<file path="config.mk">
export PLATFORM = sky130hd
export DESIGN_NAME = cdt_timer
export DESIGN_NICKNAME = d
export VERILOG_FILES = /design/src/rtl/cdt_pkg.sv /design/src/rtl/cdt_div_stage.sv /design/src/rtl/cdt_irq_gen.sv /design/src/rtl/cdt_timer.sv
export SDC_FILE = /design/constraint.sdc
export NUM_CORES = 1
export LEC_CHECK = 0
export ABC_AREA = 1
export BUFFER_PORTS_ARGS = -buffer_cell sky130_fd_sc_hd__buf_2
export CAP_MARGIN = 20
export CELL_PAD_IN_SITES_DETAIL_PLACEMENT = 0
export CELL_PAD_IN_SITES_GLOBAL_PLACEMENT = 1
export CORE_UTILIZATION = 39
export CTS_CLUSTER_DIAMETER = 50
export DETAILED_ROUTE_END_ITERATION = 7
export HOLD_SLACK_MARGIN = 0.08
export PLACE_DENSITY = 0.73
export RECOVER_POWER = 100
export SYNTH_ARGS = -nofsm -noshare
export SYNTH_HDL_FRONTEND = slang
export SYNTH_SLANG_ARGS = --single-unit
</file>
<file path="constraint.sdc">
create_clock -name clk -period 1.7 [get_ports clk]
set_clock_uncertainty 0.1 [all_clocks]
set_input_delay 0.085 -clock clk [delete_from_list [all_inputs] [get_ports clk]]
set_output_delay 0.085 -clock clk [all_outputs]
set_load 0.02 [all_outputs]
</file>
<file path="src/rtl/cdt_pkg.sv">
package cdt_pkg;
    localparam int unsigned CNT_W  = 8;
    localparam int unsigned ADDR_W = 2;

    localparam logic [ADDR_W-1:0] A_COUNT = 2'd0;
    localparam logic [ADDR_W-1:0] A_MODE  = 2'd1;
    localparam logic [ADDR_W-1:0] A_STAT  = 2'd2;

    typedef enum logic [1:0] {
        TS_BASE = 2'b00,
        TS_64   = 2'b01,
        TS_1    = 2'b10,
        TS_MIN  = 2'b11
    } tick_sel_e;

    typedef struct packed {
        logic [CNT_W-1:0] cnt;
        logic [CNT_W-1:0] reload;
        tick_sel_e        sel;
        logic             te;
        logic             tie;
        logic             tp;
        logic             flag;
    } tmr_state_t;
endpackage

</file>
<file path="src/rtl/cdt_div_stage.sv">
module cdt_div_stage #(
    parameter int unsigned DIV = 64
) (
    input  logic clk,
    input  logic rst_n,
    input  logic tick_in,
    output logic tick_out
);
    localparam int unsigned CW = (DIV > 2) ? $clog2(DIV) : 1;
    localparam logic [CW-1:0] LAST = CW'(DIV - 1);

    logic [CW-1:0] cnt_d, cnt_q;

    always_comb begin
        cnt_d    = cnt_q;
        tick_out = tick_in && (cnt_q == LAST);
        if (tick_in) begin
            cnt_d = (cnt_q == LAST) ? '0 : cnt_q + 1'b1;
        end
    end

    always_ff @(posedge clk or negedge rst_n) begin
        if (!rst_n) cnt_q <= '0;
        else        cnt_q <= cnt_d;
    end
endmodule

</file>
<file path="src/rtl/cdt_irq_gen.sv">
module cdt_irq_gen (
    input  logic clk,
    input  logic rst_n,
    input  logic tick_base,
    input  logic tick_64,
    input  logic fast_sel,
    input  logic fire,
    input  logic flag,
    input  logic tie,
    input  logic tp,
    output logic irq_n
);
    logic pulse_d, pulse_q;

    always_comb begin
        pulse_d = pulse_q;
        if (fire && tp) begin
            pulse_d = 1'b1;
        end else if (fast_sel ? tick_base : tick_64) begin
            pulse_d = 1'b0;
        end
        irq_n = !(tie && (tp ? pulse_q : flag));
    end

    always_ff @(posedge clk or negedge rst_n) begin
        if (!rst_n) pulse_q <= 1'b0;
        else        pulse_q <= pulse_d;
    end
endmodule

</file>
<file path="src/rtl/cdt_timer.sv">
module cdt_timer #(
    parameter int unsigned DIV_64  = 64,
    parameter int unsigned DIV_1HZ = 64,
    parameter int unsigned DIV_MIN = 60
) (
    input  logic       clk,
    input  logic       rst_n,
    input  logic       base_tick,
    input  logic       wr_en,
    input  logic [1:0] wr_addr,
    input  logic [7:0] wr_data,
    input  logic [1:0] rd_addr,
    output logic [7:0] rd_data,
    output logic       irq_n
);
    import cdt_pkg::*;

    localparam int unsigned N_STAGE = 3;
    localparam logic [CNT_W-1:0] ONE = CNT_W'(1);

    logic [N_STAGE:0] chain;
    tmr_state_t       st_d, st_q;
    logic             tick_sel;
    logic             fire;

    assign chain[0] = base_tick;

    for (genvar g = 0; g < N_STAGE; g++) begin : g_div
        localparam int unsigned SDIV = (g == 0) ? DIV_64 : (g == 1) ? DIV_1HZ : DIV_MIN;
        cdt_div_stage #(.DIV(SDIV)) u_stage (
            .clk     (clk),
            .rst_n   (rst_n),
            .tick_in (chain[g]),
            .tick_out(chain[g+1])
        );
    end

    always_comb begin
        st_d = st_q;
        case (st_q.sel)
            TS_BASE: tick_sel = chain[0];
            TS_64:   tick_sel = chain[1];
            TS_1:    tick_sel = chain[2];
            default: tick_sel = chain[3];
        endcase
        fire = tick_sel && st_q.te && (st_q.reload != '0) && (st_q.cnt <= ONE);

        if (!st_q.te) begin
            st_d.cnt = st_q.reload;
        end else if (tick_sel && (st_q.reload != '0)) begin
            st_d.cnt = (st_q.cnt <= ONE) ? st_q.reload : st_q.cnt - ONE;
        end
        if (fire) begin
            st_d.flag = 1'b1;
        end

        if (wr_en) begin
            case (wr_addr)
                A_COUNT: begin
                    st_d.reload = wr_data[CNT_W-1:0];
                    st_d.cnt    = wr_data[CNT_W-1:0];
                end
                A_MODE: begin
                    st_d.sel = tick_sel_e'(wr_data[4:3]);
                    st_d.te  = wr_data[2];
                    st_d.tie = wr_data[1];
                    st_d.tp  = wr_data[0];
                end
                A_STAT: begin
                    if (!wr_data[0] && !fire) st_d.flag = 1'b0;
                end
                default: ;
            endcase
        end
    end

    always_ff @(posedge clk or negedge rst_n) begin
        if (!rst_n) begin
            st_q <= '{cnt: '0, reload: '0, sel: TS_MIN, te: 1'b0, tie: 1'b0, tp: 1'b0, flag: 1'b0};
        end else begin
            st_q <= st_d;
        end
    end

    always_comb begin
        case (rd_addr)
            A_COUNT: rd_data = st_q.cnt;
            A_MODE:  rd_data = {3'b000, st_q.sel, st_q.te, st_q.tie, st_q.tp};
            A_STAT:  rd_data = {7'b0000000, st_q.flag};
            default: rd_data = '0;
        endcase
    end

    cdt_irq_gen u_irq (
        .clk      (clk),
        .rst_n    (rst_n),
        .tick_base(chain[0]),
        .tick_64  (chain[1]),
        .fast_sel (st_q.sel == TS_BASE),
        .fire     (fire),
        .flag     (st_q.flag),
        .tie      (st_q.tie),
        .tp       (st_q.tp),
        .irq_n    (irq_n)
    );
endmodule

</file>
==> run_results.csv <==
group,metric,value,unit
run_status,status,"finished clean",
setup_path,cp-start-kind,"flip-flop",
synthesis,syn_avg_cell_area,7.54,um2
synthesis,synth-edff-count,0,
hold_path,hold_path_depth,5,
setup_path,cpMaxStageDelayCell,"dfrtp_1",
synthesis,synth_cell_type_count,37,
place,dpl.cell_count,465,
setup_path,reg2reg_to,"st_q[18]",
cells_and_area,nFillCells,580,
cells_and_area,fin_util,0.556,
die,rows,28,
sta,timing.final.crit_share,0.996,
setup_path,end_kind,"flip-flop",
job,maxCapViolCount,0,
drt,wl,6350,um
drt,wl_per_cell,12.9,um
setup_path,startpoint,"g_div[0].u_stage.cnt_q[1]",
power,leakage,0.00176,uW
die,io-pin-count,25,
power,power,3870,uW
sta,rsz0062_at_grt,"yes",
synthesis,synthCells,335,
power,switchingPower,1510,uW
setup_path,worstPathArrival,1.77,ns
cells_and_area,finalNonFillerCells,493,
cells_and_area,fin_area,0.00339,mm2
cells_and_area,drive_above_1_share,0.287,
synthesis,async_reset_ff_frac,1.00,
setup_path,worst-setup-path-type,"reg2reg",
setup_path,worst_path_largest_cell_delay,0.40,ns
global_routing,grt_max_degree,25,
clock_network,path_clk_slew,0.09,ns
synthesis,seq_area_frac_synth,0.407,
setup_path,path_depth,12,
sta,hold_violations,0,
global_routing,grt_usage,0.203,
clock_network,insertion_delay,0.30,ns
setup_path,cp.required,1.77,ns
cells_and_area,layout.nets,438,
place,hpwl,4660,um
setup_path,crit_family,"simple AND/OR/NAND/NOR gates",
clock_network,numCtsBuffers,5,
drt,drtAntennaViolNets,0,
sta,finalMaxSlewViolations,0,
setup_path,crit_fanout,6,
global_routing,first_global_vias,2176,
die,die_w,82.5,um
setup_path,crit-reg2reg-launch,"g_div[0].u_stage.cnt_q[1]",
drt,dr_total_vias,2373,
sta,worst_slack,0.00727,ns
clock_network,h-tree-depth,2,
die,start_util,0.415,
hold_path,worstHoldStart,"base_tick",
place,dpl-instance-area,0.00300,mm2
global_routing,antenna_found_initial,0,
drt,drc,0,
setup_path,path_cells,"ha_4 > nand2_4 > nor2_4 > nand2_4 > nor2_4 > nand2_2 > nand2_4 > nand2_4 > nor2_8 > nand2_1 > nand3_1 > nand2_1",
drt,first_pass_iters,5,
power,power_frac_seq,0.354,
synthesis,synthesis.nets,356,
cells_and_area,antenna_cells,0,
synthesis,synth_area,0.00253,mm2
synthesis,ys_ff_latch,41,
place,place.gp.congestion,0.803,
die,dieArea,0.00681,mm2
global_routing,grt_pass1_wl,10300,um
cells_and_area,ff_latch_area,0.00103,mm2
drt,drt-vias-per-instance,4.81,
place,pre_cts_ws,-0.0697,ns
drt,drt_iter0_drc,151,
cells_and_area,syn_to_final_growth,34.1,%
die,die_h,82.5,um
setup_path,r2r_cells,12,
hold_path,hp-class,"in2reg",
clock_network,clkSinkCount,41,
sta,min_period,1.69,ns
synthesis,yosysWarningCount,0,
sta,relSlewSlack,0.250,
sta,setup_viol_count_final,0,
setup_path,critPathBufInv,0,
setup_path,r2r_setup_slack,0.007,ns
global_routing,gr-total-overflow,0,
power,swShare,0.390,
clock_network,root_buffer,"clkbuf_8",
clock_network,cts_tree,"yes",
clock_network,cts.path.max_buffers,2,
power,p_clk_frac,0.211,
power,ir_drop,0.000543,V
sta,worst_pin_slew,1.12,ns
hold_path,holdPathEnd,"g_div[0].u_stage.cnt_q[2]",
synthesis,synthFlopType,"dfrtp_1",
power,comb_power_share,0.435,
place,io_buffers,24,
power,internal_power,2360,uW
cells_and_area,multi_input_area,0.00137,mm2
power,p_per_area,1140,mW/mm2
die,floorplan.core_area,0.00610,mm2
setup_path,cpMostUsedCell,"nand2_4",
sta,fmax,0.591,GHz
layout make-up:
type                       count  area share
sequential                    41       0.303
inverter                      56      0.0624
clock buffer                   6      0.0214
multi-input combinational    235       0.403
tap                           75      0.0277
timing repair buffer          78       0.170
clock inverter                 2      0.0114
state kept, by name, summed over array words and instances, names as in the netlist:
register and cells:
u_irq.pulse_q 1, st_q 22, g_div.u_stage.cnt_q 18
per-stage QoR:
| step | hold slack (ns) | setup TNS [ns] |
|---|---|---|
| 2_1_floorplan | -0.311 | 0 |
| 3_3_place_gp | -0.0294 | -0.159 |
| 3_5_place_dp | -0.0246 | -0.339 |
| 4_1_cts | 0.158 | -0.0150 |
| 5_1_grt | 0.199 | -0.549 |
| 6_report | 0.159 | 0 |
layout by cell type (no fill, tap or decap), types with 3 or more instances in the layout:
cell type      Yosys  layout
a21oi_1           10      10
buf_2              0      23
buf_4              0      37
clkbuf_8           0       5
dfrtp_1           39      39
dlygate4sd3_1      0      16
ha_2               0       3
inv_1             46      45
inv_2              6       8
nand2_1           85      83
nand2_2            4       5
nand2_4            4       6
nand3_1           26      23
nand3_2            1       3
nand3_4            2       3
nand4_1            7       7
nor2_1            30      26
nor2_2             4       5
nor2_4             5       8
o21ai_0           18      16
o21ai_1            4       5
o31ai_1            7       7
synth_stat cells, types with 3 or more instances:
| cell | count | area [um2] |
|---|---|---|
| a21oi_1 | 10 | 50.1 |
| clkbuf_1 | 3 | 11.3 |
| clkinv_1 | 3 | 11.3 |
| dfrtp_1 | 39 | 976 |
| ha_1 | 5 | 62.6 |
| inv_1 | 46 | 173 |
| inv_2 | 6 | 22.5 |
| nand2_1 | 85 | 319 |
| nand2_2 | 4 | 25.0 |
| nand2_4 | 4 | 45.0 |
| nand3_1 | 26 | 130 |
| nand4_1 | 7 | 43.8 |
| nor2_1 | 30 | 113 |
| nor2_2 | 4 | 25.0 |
| nor2_4 | 5 | 56.3 |
| nor3_1 | 3 | 15.0 |
| o21ai_0 | 18 | 90.1 |
| o21ai_1 | 4 | 20.0 |
| o31ai_1 | 7 | 52.6 |
routing by layer:
layer,global-route usage,wire length (um),vias up
met5,0,0,-
met4,0.0414,25,0
met3,0.0407,219,2
met2,0.322,2850,53
met1,0.287,3250,1082
li1,-,-,1236
worst max path at each step:
stage               endpoint  slack, ns
global route        st_q[19]      -0.11
detailed placement  st_q[21]      -0.07
global placement    st_q[19]      -0.04
floorplan           st_q[18]      0.002
CTS                 st_q[18]      -0.01
finish              st_q[18]      0.007
worst register-to-register path, delay by kind of cell, from the launching register on:
kind                     cells  cell delay (ns)
adder cells (fa/ha/maj)      1             0.17
flip-flops                   1             0.40
AND/OR/NAND/NOR             11             0.89
power by group through the flow:
stage	logic [uW]	clock network [uW]	registers, uW
after global routing	1890	877	1400
after global placement	1500	0	1360
after detailed placement	1510	0	1370
after floorplan	958	0	1350
after CTS	1560	830	1350
final	1680	818	1370
logic make-up (layout without fill, tap and decap cells):
kind of cell             after synthesis  count (layout)  share of synthesized area
buffers and inverters                 60             142                     0.0926
flip-flops                            41              41                      0.407
AND/OR/NAND/NOR                      177             178                      0.350
XOR/XNOR                               3               3                     0.0104
AO/OA/AOI/OAI                         48              48                      0.110
adder cells (fa/ha/maj)                5               5                     0.0248
multiplexers                           1               1                    0.00446
repair_timing:
item / in CTS / in global routing
endpoints found under the setup margin: 10 / 14
setup buffers: 0 / 3
resized for setup: 6 / 21
pin swaps: 2 / 7
hold buffers: 16 / 0
endpoints found under the hold margin: 58 / 0
cloned: 0 / 1
Power figures use the tool's default switching activity.
